--- config.mk ---
export PLATFORM = sky130hd
export DESIGN_NAME = dqf_direct_fwd
export DESIGN_NICKNAME = d
export VERILOG_FILES = /design/src/rtl/dqf_pkg.sv /design/src/rtl/dqf_decode.sv /design/src/rtl/dqf_pack.sv /design/src/rtl/dqf_ctrl.sv /design/src/rtl/dqf_direct_fwd.sv
export SDC_FILE = /design/constraint.sdc
export NUM_CORES = 1
export LEC_CHECK = 0
export BUFFER_PORTS_ARGS = -buffer_cell sky130_fd_sc_hd__buf_2
export CAP_MARGIN = 20
export CORE_MARGIN = 2
export CORE_UTILIZATION = 45
export CTS_BUF_LIST = sky130_fd_sc_hd__clkbuf_2 sky130_fd_sc_hd__clkbuf_4 sky130_fd_sc_hd__clkbuf_8
export DETAILED_ROUTE_END_ITERATION = 6
export PLACE_DENSITY = 0.71
export SYNTH_ARGS = -nofsm -noshare
export SYNTH_HDL_FRONTEND = slang
export SYNTH_SLANG_ARGS = --single-unit
--- constraint.sdc ---
create_clock -name clk -period 1.8 [get_ports clk]
set_input_delay 0.18 -clock clk [delete_from_list [all_inputs] [get_ports clk]]
set_output_delay 0.18 -clock clk [all_outputs]
set_load 0.02 [all_outputs]
--- src/rtl/dqf_pkg.sv ---
package dqf_pkg;
  typedef enum logic [1:0] {
    ST_IDLE  = 2'd0,
    ST_WAIT  = 2'd1,
    ST_RUN   = 2'd2,
    ST_DRAIN = 2'd3
  } dqf_state_e;
endpackage

--- src/rtl/dqf_decode.sv ---
// Command decode: slot alignment check and quadword/word count expansion.
module dqf_decode #(
  parameter int CNT_W  = 16,
  parameter int LANE_W = 2,
  parameter int AV_W   = CNT_W + 1 + LANE_W
) (
  input  logic [CNT_W-1:0]  imm,
  input  logic [LANE_W-1:0] slot,
  output logic              aligned,
  output logic [AV_W-1:0]   word_count
);
  localparam logic [LANE_W-1:0] LAST_SLOT = '1;

  logic [CNT_W:0] qw_count;

  always_comb begin
    aligned = (slot == LAST_SLOT);
    if (imm == '0) qw_count = {1'b1, {CNT_W{1'b0}}};
    else           qw_count = {1'b0, imm};
    word_count = AV_W'(qw_count) << LANE_W;
  end
endmodule

--- src/rtl/dqf_pack.sv ---
// Lane assembly: gathers operand words into a quadword and holds it for output.
module dqf_pack #(
  parameter int WORD_W = 32,
  parameter int LANES  = 4
) (
  input  logic                    clk,
  input  logic                    rst_n,
  input  logic                    in_fire,
  input  logic [WORD_W-1:0]       in_data,
  input  logic                    out_ready,
  output logic                    out_valid,
  output logic [WORD_W*LANES-1:0] out_data,
  output logic                    lane_blocked
);
  localparam int LANE_W = $clog2(LANES);
  localparam int QW_W   = WORD_W * LANES;
  localparam logic [LANE_W-1:0] LAST_LANE = LANE_W'(LANES - 1);

  logic [LANE_W-1:0]               lane_q;
  logic [LANES-2:0][WORD_W-1:0]    hold_q;
  logic [QW_W-1:0]                 assembled;
  logic                            load;
  logic                            valid_q;
  logic [QW_W-1:0]                 data_q;

  assign load      = in_fire && (lane_q == LAST_LANE);
  assign assembled = {in_data, hold_q};

  always_ff @(posedge clk) begin
    if (!rst_n)       lane_q <= '0;
    else if (in_fire) lane_q <= (lane_q == LAST_LANE) ? '0 : lane_q + 1'b1;
  end

  for (genvar g = 0; g < LANES - 1; g++) begin : g_lane
    always_ff @(posedge clk) begin
      if (!rst_n)                                       hold_q[g] <= '0;
      else if (in_fire && lane_q == LANE_W'(g))         hold_q[g] <= in_data;
    end
  end

  always_ff @(posedge clk) begin
    if (!rst_n) begin
      valid_q <= 1'b0;
      data_q  <= '0;
    end else if (load) begin
      valid_q <= 1'b1;
      data_q  <= assembled;
    end else if (out_ready) begin
      valid_q <= 1'b0;
    end
  end

  assign out_valid    = valid_q;
  assign out_data     = data_q;
  assign lane_blocked = (lane_q == LAST_LANE) && valid_q;

  a_r7_hold_under_stall: assert property (@(posedge clk) disable iff (!rst_n)
    (out_valid && !out_ready) |=> (out_valid && $stable(out_data)));

  a_r7_no_overwrite: assert property (@(posedge clk) disable iff (!rst_n)
    (out_valid && !out_ready) |-> !load);
endmodule

--- src/rtl/dqf_ctrl.sv ---
// Transfer sequencing: accept/reject, start gate, word countdown, drain, completion.
module dqf_ctrl
  import dqf_pkg::*;
#(
  parameter int AV_W = 19
) (
  input  logic            clk,
  input  logic            rst_n,
  input  logic            cmd_valid,
  input  logic            aligned,
  input  logic [AV_W-1:0] word_count,
  input  logic [AV_W-1:0] avail_words,
  input  logic            word_fire,
  input  logic            out_fire,
  input  logic            out_valid,
  output logic            cmd_ready,
  output logic            run,
  output logic            err,
  output logic            done,
  output logic [AV_W-1:0] pc_advance
);
  localparam logic [AV_W-1:0] ONE = AV_W'(1);

  dqf_state_e      state_q;
  logic [AV_W-1:0] left_q;
  logic [AV_W-1:0] pc_q;
  logic            err_q;
  logic            done_q;

  always_ff @(posedge clk) begin
    if (!rst_n) begin
      state_q <= ST_IDLE;
      left_q  <= '0;
      pc_q    <= '0;
      err_q   <= 1'b0;
      done_q  <= 1'b0;
    end else begin
      err_q  <= 1'b0;
      done_q <= 1'b0;
      case (state_q)
        ST_IDLE: begin
          if (cmd_valid) begin
            if (!aligned) begin
              err_q <= 1'b1;
            end else begin
              left_q  <= word_count;
              pc_q    <= word_count + ONE;
              state_q <= ST_WAIT;
            end
          end
        end
        ST_WAIT: begin
          if (avail_words >= left_q) state_q <= ST_RUN;
        end
        ST_RUN: begin
          if (word_fire) begin
            left_q <= left_q - ONE;
            if (left_q == ONE) state_q <= ST_DRAIN;
          end
        end
        ST_DRAIN: begin
          if (out_fire) begin
            state_q <= ST_IDLE;
            done_q  <= 1'b1;
          end
        end
        default: state_q <= ST_IDLE;
      endcase
    end
  end

  assign cmd_ready  = (state_q == ST_IDLE);
  assign run        = (state_q == ST_RUN);
  assign err        = err_q;
  assign done       = done_q;
  assign pc_advance = pc_q;

  a_r5_no_extra_word: assert property (@(posedge clk) disable iff (!rst_n)
    word_fire |-> (left_q != '0));

  a_r8_drain_holds_data: assert property (@(posedge clk) disable iff (!rst_n)
    (state_q == ST_DRAIN) |-> out_valid);

  a_r8_done_after_empty: assert property (@(posedge clk) disable iff (!rst_n)
    done |-> (!out_valid && cmd_ready));

  a_r2_reject_moves_nothing: assert property (@(posedge clk) disable iff (!rst_n)
    err |-> (!run && !out_valid));

  a_r4_wait_no_word: assert property (@(posedge clk) disable iff (!rst_n)
    (state_q == ST_WAIT) |-> !word_fire);
endmodule

--- src/rtl/dqf_direct_fwd.sv ---
// Direct-transfer quadword forwarder top level.
module dqf_direct_fwd #(
  parameter int CNT_W  = 16,
  parameter int WORD_W = 32,
  parameter int LANES  = 4,
  localparam int LANE_W = $clog2(LANES),
  localparam int QW_W   = WORD_W * LANES,
  localparam int AV_W   = CNT_W + 1 + LANE_W
) (
  input  logic              clk,
  input  logic              rst_n,
  input  logic              cmd_valid,
  output logic              cmd_ready,
  input  logic [CNT_W-1:0]  cmd_imm,
  input  logic [LANE_W-1:0] cmd_slot,
  input  logic [AV_W-1:0]   avail_words,
  input  logic              in_valid,
  output logic              in_ready,
  input  logic [WORD_W-1:0] in_data,
  output logic              out_valid,
  input  logic              out_ready,
  output logic [QW_W-1:0]   out_data,
  output logic              err,
  output logic              done,
  output logic [AV_W-1:0]   pc_advance
);
  logic            aligned;
  logic [AV_W-1:0] word_count;
  logic            run;
  logic            lane_blocked;
  logic            word_fire;
  logic            out_fire;

  assign in_ready  = run && !lane_blocked;
  assign word_fire = in_valid && in_ready;
  assign out_fire  = out_valid && out_ready;

  dqf_decode #(.CNT_W(CNT_W), .LANE_W(LANE_W), .AV_W(AV_W)) i_decode (
    .imm        (cmd_imm),
    .slot       (cmd_slot),
    .aligned    (aligned),
    .word_count (word_count)
  );

  dqf_ctrl #(.AV_W(AV_W)) i_ctrl (
    .clk         (clk),
    .rst_n       (rst_n),
    .cmd_valid   (cmd_valid),
    .aligned     (aligned),
    .word_count  (word_count),
    .avail_words (avail_words),
    .word_fire   (word_fire),
    .out_fire    (out_fire),
    .out_valid   (out_valid),
    .cmd_ready   (cmd_ready),
    .run         (run),
    .err         (err),
    .done        (done),
    .pc_advance  (pc_advance)
  );

  dqf_pack #(.WORD_W(WORD_W), .LANES(LANES)) i_pack (
    .clk          (clk),
    .rst_n        (rst_n),
    .in_fire      (word_fire),
    .in_data      (in_data),
    .out_ready    (out_ready),
    .out_valid    (out_valid),
    .out_data     (out_data),
    .lane_blocked (lane_blocked)
  );

  a_r9_busy_no_err: assert property (@(posedge clk) disable iff (!rst_n)
    (!cmd_ready && cmd_valid) |=> !err);

  a_r4_ready_needs_run: assert property (@(posedge clk) disable iff (!rst_n)
    in_ready |-> !cmd_ready);
endmodule

; ---- Word level (Yosys, flattened, before mapping)
; Index checks and enable logic that the tools add are counted.
[totals]
ff_bits = 269
input_bits = 74
wordCells = 65
[op_classes]
n_addsub = 3
order_cmp = 1
n_eq_ne = 14
n_mux = 17
n_reduce_logical = 19
[op_table]
columns = op, n
row1 = 19-bit 2-to-1 mux, 3
row2 = 19-bit one-hot mux with 2 select lines, 1
row3 = 19-bit by 1-bit adder with 19-bit output (second input constant), 1
row4 = 19-bit by 1-bit equality test with 1-bit output (second input constant), 1
row5 = 19-bit >= comparator, 1
row6 = 19-bit by 1-bit subtractor with 19-bit output (second input constant), 1
row7 = 17-bit 2-to-1 mux, 1
row8 = 16-bit logical NOT, 1
row9 = 2-bit 2-to-1 mux, 7
row10 = 2-bit equality test (second input constant), 5
row11 = 2-bit by 1-bit != test with 1-bit output (second input constant), 5
row12 = 1-bit logical AND, 8
row13 = 2-bit one-hot mux with 4 select lines, 1
row14 = 3-bit AND reduction, 2
row15 = 6-bit AND reduction, 1
row16 = 2-bit by 1-bit equality test with 1-bit output (second input constant), 2
row17 = 2-bit logical NOT, 2
row18 = 1-bit 2-to-1 mux, 4
row19 = 4-bit AND reduction, 1
row20 = 2-bit nonzero test, 2
row21 = 2-bit by 1-bit adder with 2-bit output (second input constant), 1
row22 = 2-bit != test (second input constant), 1
row23 = 2-bit AND reduction, 1
row24 = 1-bit logical NOT, 1

; ---- Longest topological paths before layout
[depth]
word_depth = 7
depth_mapped = 10

; ---- Modules after synthesis
; From an unflattened synthesis, not the netlist that was laid out.
[hier_totals]
cells_unflattened = 1166
hier_area_um2 = 11184.5
[by_module_without_submodules]
columns = module, instances, cells_per_inst, area_per_inst_um2, seq_area_each_um2
row1 = dqf_pack, 1, 779, 8221.6, 4544.4
row2 = dqf_ctrl, 1, 359, 2822.7, 840.8
row3 = dqf_decode, 1, 25, 118.9, 0.0
row4 = dqf_direct_fwd, 1, 3, 21.3, 0.0

; ---- Worst setup path before layout
; Ideal clock, no wire load.
[synth_path]
kind = flip-flop to flip-flop
startpoint = register i_ctrl.state_q[0]
endpoint = register i_ctrl.state_q[0]
setup_ps = 122
arrival_ps = 1886
setup_slack_ps = -208
stages_incl_launch_ff = 10
n_path_buf = 1
cell_sequence = dfxtp_1 inv_1 ha_1 a21boi_2 and2_1 buf_2 a41oi_1 a221oi_2 o21ai_2 mux2i_1
[synth_via]
elab_chain_len = 5
elab_cells_between_ends = 14
[synth_lines]
columns = element, line
row1 = from (decl), dqf_ctrl.sv:24  ; dqf_state_e state_q;
row2 = from (signal assigned), dqf_ctrl.sv:32  ; state_q <= ST_IDLE;
row3 = from (signal assigned), dqf_ctrl.sv:48  ; state_q <= ST_WAIT;
row4 = from (signal assigned), dqf_ctrl.sv:53  ; if (avail_words >= left_q) state_q <= ST_RUN;
row5 = 2-bit equality test, dqf_ctrl.sv:73  ; assign run = (state_q == ST_RUN);
row6 = 1-bit logical AND, dqf_direct_fwd.sv:34  ; assign in_ready = run && !lane_blocked;
row7 = net in_ready, dqf_direct_fwd.sv:18  ; output logic in_ready,
row8 = 1-bit logical AND, dqf_direct_fwd.sv:35  ; assign word_fire = in_valid && in_ready;
row9 = 2-bit by 1-bit != test with 1-bit output (no source line), -
row10 = 6-bit AND reduction (no source line), -
; The timed path passes the listed nets, and every way through them passes these cells.
; A chain may end at the register's enable or synchronous reset.

; ---- Final worst setup path
[layout_path]
startpoint = register i_ctrl.left_q[5]
endpoint = register i_ctrl.state_q[1]
[layout_via]
elab_chain_len = 3
elab_cells_between_ends = 5
[layout_lines]
columns = element, line
row1 = from (decl), dqf_ctrl.sv:25  ; logic [AV_W-1:0] left_q;
row2 = from (signal assigned), dqf_ctrl.sv:46  ; left_q <= word_count;
row3 = from (signal assigned), dqf_ctrl.sv:57  ; left_q <= left_q - ONE;
row4 = 19-bit >= comparator or 19-bit by 1-bit equality test with 1-bit output (tied branches), "dqf_ctrl.sv:53, dqf_ctrl.sv:58"
row5 = 2-bit by 1-bit != test with 1-bit output (no source line), -
row6 = 6-bit AND reduction (no source line) (*), -
row7 = to (signal assigned), dqf_ctrl.sv:53
row8 = to (signal assigned), dqf_ctrl.sv:58  ; if (left_q == ONE) state_q <= ST_DRAIN;
row9 = to (signal assigned), dqf_ctrl.sv:63  ; state_q <= ST_IDLE;
; Every way passes the cells marked *; elsewhere a longest branch is shown, timed or not.

==> results.toml <==
[status]
status = "complete, no violations"

[layout]
area_growth_pct = 34.0
nets = 1729
fill_cells = 2020
num_antenna_cells = 0
multiInputGateArea_mm2 = 0.00459
final_util_pct = 61.2
layoutNonFillerInstCount = 1946
drive_gt1_share_pct = 24.7
layout_commonest_cell = "nand2_1"
final_cell_mix = "505 x nand2_1, 270 x a21oi_1, 259 x dfxtp_1"
final_area_mm2 = 0.0138
layout.area.seq_mm2 = 0.00538

[logic_synthesis]
yosysWarnings = 0
synth_fp_nets = 1430
ys_seq_area_share_pct = 52.0
synthesis.area_mm2 = 0.0103
synth_area_leaders = "dfxtp_1 52%, nand2_1 18%, a21oi_1 13%, ha_1 3.5%, clkbuf_1 2.4%"
synth_edf_count = 0
ys_seq_elements = 268
yosysTopAreaCellShare_pct = 52.0
postSynth.asyncResetShare_pct = 0
syn_avg_cell_area_um2 = 7.77
yosysTopAreaCell = "dfxtp_1"
synth-main-ff-cell = "dfxtp_1"
netlist_instances = 1327
yosysUniqueCellTypes = 46

[critical_path]
end_kind = "flop"
rr_startpoint = "i_ctrl.left_q[5]"
crit_arrival_ns = 2.25
rrSetupSlack_ns = 0.009
r2r-end = "i_ctrl.state_q[1]"
crit_chain = "inv_1, ha_1, nand4_1, a211oi_1, o311a_1, o21ai_2, mux2i_1"
cp-start-kind = "flop"
reg2reg_depth = 7
cp_max_fo = 5
crit_slowest_cell = "dfxtp_1"
cp_slowest_stage_delay_ns = 0.39
worstPathRequired_ns = 2.26
worstSetupPathType = "reg2reg"

[die]
core_mm2 = 0.0226
rows = 55
start_util_pct = 45.7
die_x_um = 155
dieArea_mm2 = 0.0241
dieHeight_um = 155
pin_count = 226

[placed_design]
portBuffers = 224
dpl_cell_area_mm2 = 0.0121
dpl.hpwl_um = 19100
place_inst = 1812
gp_congestion = 0.857

[timing]
rsz0062_at_grt = "true"
slew_violations = 0
fmax_mhz = 559
fin_crit_ns = 1.79
hold_viol_final = 0
min_period_over_period_pct = 99.5
setup_viol = 0
skew_ns = 0.0146
tns_ns = 0
slew_headroom_pct = 61.4
max_slew.worst_pin.slew_ns = 0.579

[clock_tree]
clock_path_buffers = 3
cts_buffers = 45
clk_latency_ns = 0.55
htree_levels = 2
root_buffer = "clkbuf_8"
path_clk_slew_ns = 0.06
cts_tree = "built"
clock_sinks = 268
postCtsSetupRepairBufs = 0

[power_and_ir_drop]
power_density_mw_per_mm2 = 1160
leakagePower_uw = 0.00556
p_total_uw = 16000
peakVddDrop_v = 0.000691

[grt]
antenna_found_initial = 0
grt_pass1_vias = 9554
grt_max_degree = 130
grt_pass1_wl_um = 47100
grt_usage_pct = 23.8
overflow = 0

[flow_run]
max_cap_viol_count = 0

[hold_path]
hold_depth = 3
min_to = "i_ctrl.pc_advance[4]"
hold_class = "in2reg"
min_from = "rst_n"

[detailed_routing]
firstDrtPassIters = 5
via_per_inst = 5.14
dr.first_iter.drc_count = 550
vias = 10000
routed_wl_um = 30000
ant_nets = 0
drc_errors = 0
avgRoutedWirePerCell_um = 15.4
## where the power goes
group          leakage (µW)  switching (µW)  internal, µW  total (µW)
Clock              0.000548            2440          3530        5970
Sequential          0.00217             170          6210        6370
Combinational       0.00285            1990          1630        3630
## logic make-up (layout without fill, tap and decap cells)
group | count (synthesis) | in the layout | synth area share, %
mux | 2 | 2 | 0.194
fa+ha+maj | 29 | 29 | 3.52
other cells | 1 | 1 | 0.0364
buf+inv | 118 | 452 | 4.73
compound gates | 329 | 329 | 17.2
simple gates | 580 | 580 | 22.3
flops | 268 | 268 | 52.0
## sequential cells by signal (all words and copies together) (netlist names)
name               flops
i_ctrl.left_q         19
i_ctrl.pc_advance     18
i_ctrl.done            1
i_ctrl.err             1
i_pack.lane_q          2
i_ctrl.state_q         2
i_pack.out_valid       1
i_pack.out_data      128
i_pack.assembled      96
## worst max-delay path: cells and delay by family, from the launching register on
kind | cells | cell delay [ns]
buffers and inverters | 1 | 0.08
adders and majority gates | 1 | 0.29
AOI/OAI and AO/OA | 3 | 0.64
and+or+nand+nor | 1 | 0.10
DFF | 1 | 0.39
muxes | 1 | 0.21
## worst max-delay path by stage
stage,startpoint,endpoint,slack [ns]
after CTS,i_ctrl.left_q[3],i_ctrl.state_q[1],0.0008
after floorplan,i_pack.lane_q[0],i_ctrl.state_q[0],0.02
after global placement,i_ctrl.left_q[13],i_ctrl.state_q[0],-0.02
after detailed placement,i_ctrl.left_q[14],i_ctrl.state_q[1],-0.05
final,i_ctrl.left_q[5],i_ctrl.state_q[1],0.009
after global routing,i_ctrl.left_q[8],i_ctrl.state_q[0],-0.08
## Yosys cell counts, types with 3 or more instances
cell type  number
ha_1           29
o21ai_0        16
inv_1          26
nor2_1         23
a31oi_1         4
o2bb2ai_1       3
buf_2          17
o21a_1          4
buf_1           5
nor4_1          4
nand3_1        11
nand2_1       508
dfxtp_1       268
nor3_1          8
a21oi_1       271
and3_1          7
clkbuf_1       66
nand2b_1        4
a211oi_1        7
o22ai_1         6
nand4_1         7
## metrics by stage
stage / hold slack [ns] / worst slack, ns
3_3_place_gp: 0.392 / -0.0244
3_5_place_dp: 0.398 / -0.0467
2_1_floorplan: 0.269 / 0.0176
6_report: 0.0701 / 0.00949
5_1_grt: 0.0725 / -0.0774
4_1_cts: 0.0486 / 0.000849
## repair_timing
item	in CTS	in global routing
gates cloned	0	1
pin swaps	4	6
endpoints found under the setup margin	4	53
hold buffers	51	0
endpoints found under the hold margin	149	0
gates resized for setup	9	30
## metal layers
layer,track usage [%],wire length (µm),vias to the layer above
met2,40.3,14400,311
met5,0,0,-
met1,30.1,12700,4663
met4,6.90,700,0
met3,6.02,2210,61
li1,-,-,4975
## cell type report
class                   instances  area share [%]
clock buffers                  73            6.63
flip-flops and latches        268            38.9
multi-input cells             941            33.2
well taps                     285            2.58
clock inverters                 9           0.769
repair buffers                343            17.1
inverters                      27           0.769
Note: power is estimated with default switching activity, not from simulation.
